--- src/rtl/cop_ldst_pkg.sv ---
package cop_ldst_pkg;

    typedef enum logic [0:0] {
        ST_FIRST  = 1'b0,
        ST_SECOND = 1'b1
    } beat_state_e;

    typedef struct packed {
        logic wr_lo;
        logic wr_hi;
        logic sext;
        logic rd_hi;
    } lane_ctl_t;

endpackage

--- src/rtl/cop_beat_ctrl.sv ---
module cop_beat_ctrl
    import cop_ldst_pkg::*;
(
    input  logic        clk,
    input  logic        rst_n,
    input  logic        req_valid,
    input  logic        req_data_phase,
    input  logic        wide,
    input  logic        abort,
    output beat_state_e state,
    output logic        resp_valid,
    output logic        resp_inc,
    output logic        resp_done,
    output logic        data_fire
);

    beat_state_e state_q;
    beat_state_e state_d;

    always_ff @(posedge clk or negedge rst_n) begin
        if (!rst_n) state_q <= ST_FIRST;
        else        state_q <= state_d;
    end

    always_comb begin
        state_d    = state_q;
        resp_valid = 1'b0;
        resp_inc   = 1'b0;
        resp_done  = 1'b0;
        data_fire  = 1'b0;
        if (abort) begin
            state_d = ST_FIRST;
        end else if (req_valid) begin
            resp_valid = 1'b1;
            if (!req_data_phase) begin
                resp_done = 1'b1;
                state_d   = ST_FIRST;
            end else begin
                data_fire = 1'b1;
                unique case (state_q)
                    ST_FIRST: begin
                        if (wide) begin
                            resp_inc = 1'b1;
                            state_d  = ST_SECOND;
                        end else begin
                            resp_done = 1'b1;
                        end
                    end
                    ST_SECOND: begin
                        resp_done = 1'b1;
                        state_d   = ST_FIRST;
                    end
                endcase
            end
        end
    end

    assign state = state_q;

endmodule

--- src/rtl/cop_lane_steer.sv ---
module cop_lane_steer
    import cop_ldst_pkg::*;
(
    input  beat_state_e state,
    input  logic        wide,
    input  logic        store,
    input  logic        big_endian,
    input  logic        float_mode,
    input  logic        fire,
    output lane_ctl_t   ctl
);

    logic hi_sel;
    logic wr_en;

    always_comb begin
        hi_sel = (state == ST_FIRST) ? big_endian : !big_endian;
        wr_en  = fire && !store;
        ctl    = '0;
        if (wide) begin
            ctl.rd_hi = hi_sel;
            ctl.wr_hi = wr_en && hi_sel;
            ctl.wr_lo = wr_en && !hi_sel;
        end else begin
            ctl.rd_hi = float_mode;
            ctl.wr_hi = wr_en;
            ctl.wr_lo = wr_en && !float_mode;
            ctl.sext  = !float_mode;
        end
    end

endmodule

--- src/rtl/cop_regfile.sv ---
module cop_regfile #(
    parameter int WORD_W   = 32,
    parameter int NUM_REGS = 16,
    localparam int REG_W   = 2 * WORD_W,
    localparam int IDX_W   = $clog2(NUM_REGS)
) (
    input  logic              clk,
    input  logic              rst_n,
    input  logic [IDX_W-1:0]  idx,
    input  logic              wr_lo,
    input  logic              wr_hi,
    input  logic              sext,
    input  logic [WORD_W-1:0] wdata,
    output logic [WORD_W-1:0] rd_lo,
    output logic [WORD_W-1:0] rd_hi
);

    logic [REG_W-1:0]  ent_bus [NUM_REGS];
    logic [WORD_W-1:0] hi_word;

    assign hi_word = sext ? {WORD_W{wdata[WORD_W-1]}} : wdata;

    for (genvar g = 0; g < NUM_REGS; g++) begin : g_ent
        logic [REG_W-1:0] ent_q;
        logic             sel;
        assign sel = (idx == IDX_W'(g));
        always_ff @(posedge clk or negedge rst_n) begin
            if (!rst_n) begin
                ent_q <= '0;
            end else if (sel) begin
                if (wr_lo) ent_q[WORD_W-1:0]     <= wdata;
                if (wr_hi) ent_q[REG_W-1:WORD_W] <= hi_word;
            end
        end
        assign ent_bus[g] = ent_q;
    end

    assign rd_lo = ent_bus[idx][WORD_W-1:0];
    assign rd_hi = ent_bus[idx][REG_W-1:WORD_W];

endmodule

--- src/rtl/cop_ldst_seq.sv ---
module cop_ldst_seq
    import cop_ldst_pkg::*;
#(
    parameter int WORD_W   = 32,
    parameter int NUM_REGS = 16,
    parameter int INSTR_W  = 32,
    parameter int IDX_LSB  = 12,
    parameter int WIDE_BIT = 22,
    localparam int IDX_W   = $clog2(NUM_REGS)
) (
    input  logic               clk,
    input  logic               rst_n,
    input  logic               req_valid,
    input  logic               req_data_phase,
    input  logic               req_store,
    input  logic [INSTR_W-1:0] req_instr,
    input  logic               big_endian,
    input  logic               float_mode,
    input  logic               abort,
    input  logic [WORD_W-1:0]  wr_data,
    output logic [WORD_W-1:0]  rd_data,
    output logic               resp_valid,
    output logic               resp_inc,
    output logic               resp_done
);

    beat_state_e       state;
    lane_ctl_t         ctl;
    logic              wide;
    logic              data_fire;
    logic              in_second;
    logic [IDX_W-1:0]  reg_idx;
    logic [WORD_W-1:0] half_lo;
    logic [WORD_W-1:0] half_hi;
    logic              instr_unused;

    assign wide         = req_instr[WIDE_BIT];
    assign reg_idx      = req_instr[IDX_LSB +: IDX_W];
    assign instr_unused = ^req_instr;
    assign in_second    = (state == ST_SECOND);

    cop_beat_ctrl u_ctrl (
        .clk            (clk),
        .rst_n          (rst_n),
        .req_valid      (req_valid),
        .req_data_phase (req_data_phase),
        .wide           (wide),
        .abort          (abort),
        .state          (state),
        .resp_valid     (resp_valid),
        .resp_inc       (resp_inc),
        .resp_done      (resp_done),
        .data_fire      (data_fire)
    );

    cop_lane_steer u_steer (
        .state      (state),
        .wide       (wide),
        .store      (req_store),
        .big_endian (big_endian),
        .float_mode (float_mode),
        .fire       (data_fire),
        .ctl        (ctl)
    );

    cop_regfile #(
        .WORD_W   (WORD_W),
        .NUM_REGS (NUM_REGS)
    ) u_rf (
        .clk   (clk),
        .rst_n (rst_n),
        .idx   (reg_idx),
        .wr_lo (ctl.wr_lo),
        .wr_hi (ctl.wr_hi),
        .sext  (ctl.sext),
        .wdata (wr_data),
        .rd_lo (half_lo),
        .rd_hi (half_hi)
    );

    always_comb begin
        rd_data = '0;
        if (data_fire && req_store) rd_data = ctl.rd_hi ? half_hi : half_lo;
    end

endmodule

--- config.mk ---
export PLATFORM = sky130hd
export DESIGN_NAME = cop_ldst_seq
export DESIGN_NICKNAME = d
export VERILOG_FILES = /design/src/rtl/cop_ldst_pkg.sv /design/src/rtl/cop_beat_ctrl.sv /design/src/rtl/cop_lane_steer.sv /design/src/rtl/cop_regfile.sv /design/src/rtl/cop_ldst_seq.sv
export SDC_FILE = /design/constraint.sdc
export NUM_CORES = 2
export LEC_CHECK = 0
export BUFFER_PORTS_ARGS = -buffer_cell sky130_fd_sc_hd__buf_2
export CELL_PAD_IN_SITES_DETAIL_PLACEMENT = 1
export CELL_PAD_IN_SITES_GLOBAL_PLACEMENT = 1
export CORE_AREA = 4 4 301 303
export CTS_CLUSTER_SIZE = 28
export DETAILED_ROUTE_END_ITERATION = 10
export DIE_AREA = 0 0 305 307
export PLACE_DENSITY_LB_ADDON = 0.1
export SLEW_MARGIN = 0
export SYNTH_ARGS = -nofsm -noshare
export SYNTH_HDL_FRONTEND = slang
export SYNTH_SLANG_ARGS = --single-unit
--- constraint.sdc ---
create_clock -name clk -period 4.1 [get_ports clk]
set_clock_uncertainty 0.1 [all_clocks]
set_input_delay 1.025 -clock clk [delete_from_list [all_inputs] [get_ports clk]]
set_output_delay 1.025 -clock clk [all_outputs]
set_load 0.02 [all_outputs]
# Yosys cells after proc, flatten, opt, wreduce, memory -nomap -nowiden
# Index checks and enable logic that the tools add are counted.
[totals] inputBits=72 regBits=1025 out_inout_bits=35
[classes] bitwise=2 eq_ne=15 mux=29 reduce_logical=43 magnitude_cmp=1
[op_table] operator="binary-select mux 64 bit (select 4 bit)" count=1
[op_table] operator="2-to-1 mux 64 bit" count=2
[op_table] operator="2-to-1 mux 32 bit" count=2
[op_table] operator="AND reduction 2 bit" count=32
[op_table] operator="equality test 4 bit, second input constant" count=8
[op_table] operator="2-to-1 mux 31 bit" count=1
[op_table] operator="2-to-1 mux 1 bit" count=20
[op_table] operator="equality test 4 x 3 -> 1 bit, second input constant" count=4
[op_table] operator="equality test 4 x 2 -> 1 bit, second input constant" count=2
[op_table] operator=">= comparator 5 bit, second input constant" count=1
[op_table] operator="logical AND 1 bit" count=5
[op_table] operator="NOT 4 -> 5 bit" count=1
[op_table] operator="equality test 4 x 1 -> 1 bit, second input constant" count=1
[op_table] operator="zero test 1 bit" count=4
[op_table] operator="zero test 4 bit" count=1
[op_table] operator="case mux 1 bit (2 select lines)" count=2
[op_table] operator="2-to-1 mux 2 bit" count=1
[op_table] operator="nonzero test 2 bit" count=1
[op_table] operator="NOT 1 bit" count=1

# Logic depth before layout (Yosys ltp)
[logic_depth] depth_word=7 ltp_mapped=8

# By module
# Synthesis repeated with hierarchy kept, for this count alone.
[unflattened] hier_cells=2954 hier_area_um2=46562.2
[by_module_without_submodules] mod="cop_regfile" cells_each=2865 seq_area_each_um2=25624.6 area_per_inst_um2=45905.3 instances=1
[by_module_without_submodules] mod="cop_ldst_seq" cells_each=72 seq_area_each_um2=0.0 area_per_inst_um2=526.8 instances=1
[by_module_without_submodules] mod="cop_beat_ctrl" cells_each=9 seq_area_each_um2=25.0 area_per_inst_um2=72.6 instances=1
[by_module_without_submodules] mod="cop_lane_steer" cells_each=8 seq_area_each_um2=0.0 area_per_inst_um2=57.6 instances=1

# Worst setup path before layout
# Ideal clock, no wire load.
[synth_timing] path_kind="in2out" startpoint="input port req_instr[13]" endpoint="output port rd_data[10]" path_stages=8 arrival_ps=2661 required_ps=2975 path_buffers=4 setup_slack_ps=314 path_cell_list="buf_2 > buf_2 > buf_2 > buf_2 > mux2_2 > a22oi_1 > o2111ai_1 > and3_1"
[synth_between] elab_chain_cells=6
[synth_rtl] element="start: declaration" line_no="cop_ldst_seq.sv:16" rtl="input logic [INSTR_W-1:0] req_instr,"
[synth_rtl] element="NOT 4 -> 5 bit (not written as such)" line_no="cop_regfile.sv:38, cop_regfile.sv:39"
[synth_rtl] element="binary-select mux 64 bit (select 4 bit)" line_no="cop_regfile.sv:38, cop_regfile.sv:39"
[synth_rtl] element="2-to-1 mux 64 bit (not written as such) (2 in series)" line_no="cop_regfile.sv:38" rtl="assign rd_lo = ent_bus[idx][WORD_W-1:0];"
[synth_rtl] element="2-to-1 mux 32 bit (2 in series)" line_no="cop_ldst_seq.sv:83" rtl="if (data_fire && req_store) rd_data = ctl.rd_hi ? half_hi : half_lo;"
[synth_rtl] element="end: declaration" line_no="cop_ldst_seq.sv:21" rtl="output logic [WORD_W-1:0] rd_data,"
# Every way passes these cells. The select of a mux whose other input is x is not followed.

# Worst setup path after layout
[layout_timing] startpoint="input port req_instr[13]" endpoint="output port rd_data[2]"
# The elaborated chain is that of the path after synthesis.

==> flow_summary.toml <==
[pwr]
power_leakage_uw = 0.0265
pwr-share-clk = 0.434
total_power_uw = 23300
power_per_cell_area_nw_per_um2 = 430
p_int_uw = 17800
swShare = 0.238
seq_power_share = 0.472
switchingPower_uw = 5530
p_comb_frac = 0.093
peakVddDrop_mv = 0.326

[sta]
setup_violations = 0
tightest_slew_ns = 0.787
period_minus_slack_ns = 4.07
setup_slack_ns = 0.0296
relSlewSlack = 0.476
holdWs_ns = 0.203
finalMaxSlewViolations = 0
post-route-period-util = 0.993
fmax_ghz = 0.246
hold_viol = 0

[critical_path]
timing.reg2reg.setup_slack_ns = 1.52
crit_path_end_kind = "output pin"
r2r_cells = 7
path_max_fanout = 17
worstSetupPathType = "input port to output pin"
critPathRequiredTime_ns = 2.97
crit_arrival_ns = 2.95
rr_endpoint = "u_rf.g_ent[15].ent_q[23]"
start_kind = "input port"
r2r_start = "u_ctrl.state"

[finish]
fin_cells = 4435
final_nets = 3252
synthToLayoutAreaGrowth_pct = 15.1
drive_above_1_share = 0.565

[synthesis]
synth_compound_area_frac = 0.0262
ys_seq_area_frac = 0.545
synth_cell_types = 33
syn_inst = 3071
syn_area_sq_um = 47100
synth_top_family_by_area = "multiplexers"
avgSynthCellArea_sq_um = 15.3
synth_xor_area_frac = 0.000346
synth-simple-area-share = 0.0194
yosysWarningCount = 0
synth_fa_ha_area_frac = 0
synthMuxAreaShare = 0.381
ys_ff_latch = 1025
synthesis.nets = 3143

[place]
dp_cells = 4224
pre_cts_slack_ns = -0.182
place_congestion = 0.776
port_buffers = 79
place_hpwl_mm = 80.9

[die]
core_area_sq_um = 88000
boundaryPins = 107
dieArea_sq_um = 93600
initial_core_util = 0.535
rows = 109
die_w_microns = 305
die_h_microns = 307

[grt]
antenna_found_initial = 5
grt_pass1_vias = 32200
grt_usage = 0.286
overflow = 0
grt_max_degree = 129
grt_pass1_wl_mm = 205

[drt]
dr.pass1.iters = 5
drtIter0Drc = 1545
drc = 0
vias = 27900
routed_via_density = 6.28
wl_per_cell_microns = 29.9
antenna_left = 0
routed_wl_mm = 133

[clocking]
cts_hold_buf = 0
htreeDepth = 3
path_clk_slew_ns = 0.06
clockRootBuffer = "clkbuf_16"
clk_latency_ns = 0.68
cts.sinks = 1025
cts_tree = "done"
max-clock-path-buffers = 3
numCtsBuffers = 110

[hold_path]
hold_class = "input port to asynchronous set/reset pin"

[run_status]
status = "complete, no violations"

[run]
maxCapViolCount = 0
==> Yosys cell counts <==
cell       instances  area, sq um
and3b_1            3         26.3
nand4bb_1          1         11.3
nand2_1          109          409
a21oi_2            1         8.76
a21o_1             1         7.51
a22oi_1           64          480
mux2i_1           65          651
nor2_1             3         11.3
o2111ai_1         64          561
nor3b_2            2         25.0
inv_1              1         3.75
mux2_2          1129        12700
and4bb_1           1         12.5
a21oi_1            3         15.0
mux2_1            23          259
a21boi_1           1         7.51
xnor2_2            1         16.3
clkbuf_1         131          492
o21ai_0           31          155
clkbuf_2           1         5.00
buf_1             14         52.6
nand3_1            6         30.0
dfrtp_1         1025        25600
nor2b_1            7         43.8
nand2b_1           2         12.5
buf_2            123          616
buf_4             18          135
nor3_2             5         50.1
nor3b_1            1         7.51
and3_1            39          244
and2_1             2         12.5
nand3b_1           2         15.0
mux4_2           192         4320
==> how the worst max path moves through the flow <==
stage	from	end	slack [ns]	cells past startpoint
2_1_floorplan	req_instr[13]	rd_data[10]	0.31	8
3_3_place_gp	req_instr[13]	rd_data[26]	-0.19	9
3_5_place_dp	req_instr[13]	rd_data[26]	-0.18	9
4_1_cts	req_instr[13]	rd_data[5]	-0.01	8
5_1_grt	req_instr[13]	rd_data[23]	-0.01	9
6_report	req_instr[13]	rd_data[2]	0.03	7
==> logic make-up (layout without fill, tap and decap cells) <==
family,after synthesis,count (layout)
muxes,1409,1409
DFF,1025,1025
buffers and inverters,288,485
and+or+nand+nor,183,183
AOI/OAI and AO/OA,165,165
xor gates and xnor gates,1,1
other,0,2
==> sequential cells by signal, indices dropped and copies added, names as in the netlist <==
name and count:
u_ctrl.state 1, u_rf.g_ent.ent_q 1024
==> layout make-up <==
type / count / area, sq um
fill: 7799 / 33800
sequential: 1025 / 25600
multi-input combinational: 1758 / 20400
clock buffer: 161 / 3290
timing repair buffer: 284 / 2960
tap: 1165 / 1460
clock inverter: 39 / 425
antenna: 2 / 5.00
inverter: 1 / 3.75
==> layout by cell type, fill, tap and decap left out, types with 55 or more instances in the layout <==
cell          n
a22oi_1      64
buf_12       69
buf_2        74
buf_4       126
clkbuf_16   113
dfrtp_1    1025
mux2_2     1129
mux4_2      192
nand2_1      97
o2111ai_1    55
==> per-layer routing <==
| metal | vias up | GRT usage | part of all wire |
|---|---|---|---|
| met3 | 235 | 0.0426 | 0.037 |
| met1 | 15400 | 0.372 | 0.42 |
| met2 | 585 | 0.500 | 0.51 |
| li1 | 11700 | - | - |
| met4 | 4 | 0.0921 | 0.034 |
| met5 | - | 0 | 0.00017 |
==> power by group through the flow <==
stage	Sequential, uW	Clock, uW	Combinational, uW
floorplan	11000	0	1280
global placement	11100	0	2030
detailed placement	11200	0	2140
CTS	11000	10300	2200
global route	11000	10800	2350
finish	11000	10100	2170
==> what timing repair did <==
action,CTS,global route
pin swaps,2,1
setup endpoints to repair,27,24
setup buffers,6,0
hold endpoints to repair,0,0
gates resized for setup,35,3
cloned,2,1
==> per-stage QoR <==
step | setup TNS (ns) | util | area, sq um
after global routing | -0.0107 | 0.616 | 54200
after floorplan | 0 | - | 47100
after detailed placement | -1.67 | 0.570 | 50100
final | 0 | 0.616 | 54200
after global placement | -1.47 | 0.570 | 50100
after CTS | -0.0297 | 0.616 | 54100
==> worst max-delay path, stage by stage <==
cell,delay (ns)
clkbuf_16,0.16
buf_6,0.25
mux4_2,0.55
mux2i_1,0.23
o2111ai_1,0.24
and3_1,0.30
buf_2,0.17
Power figures use the tool's default switching activity.
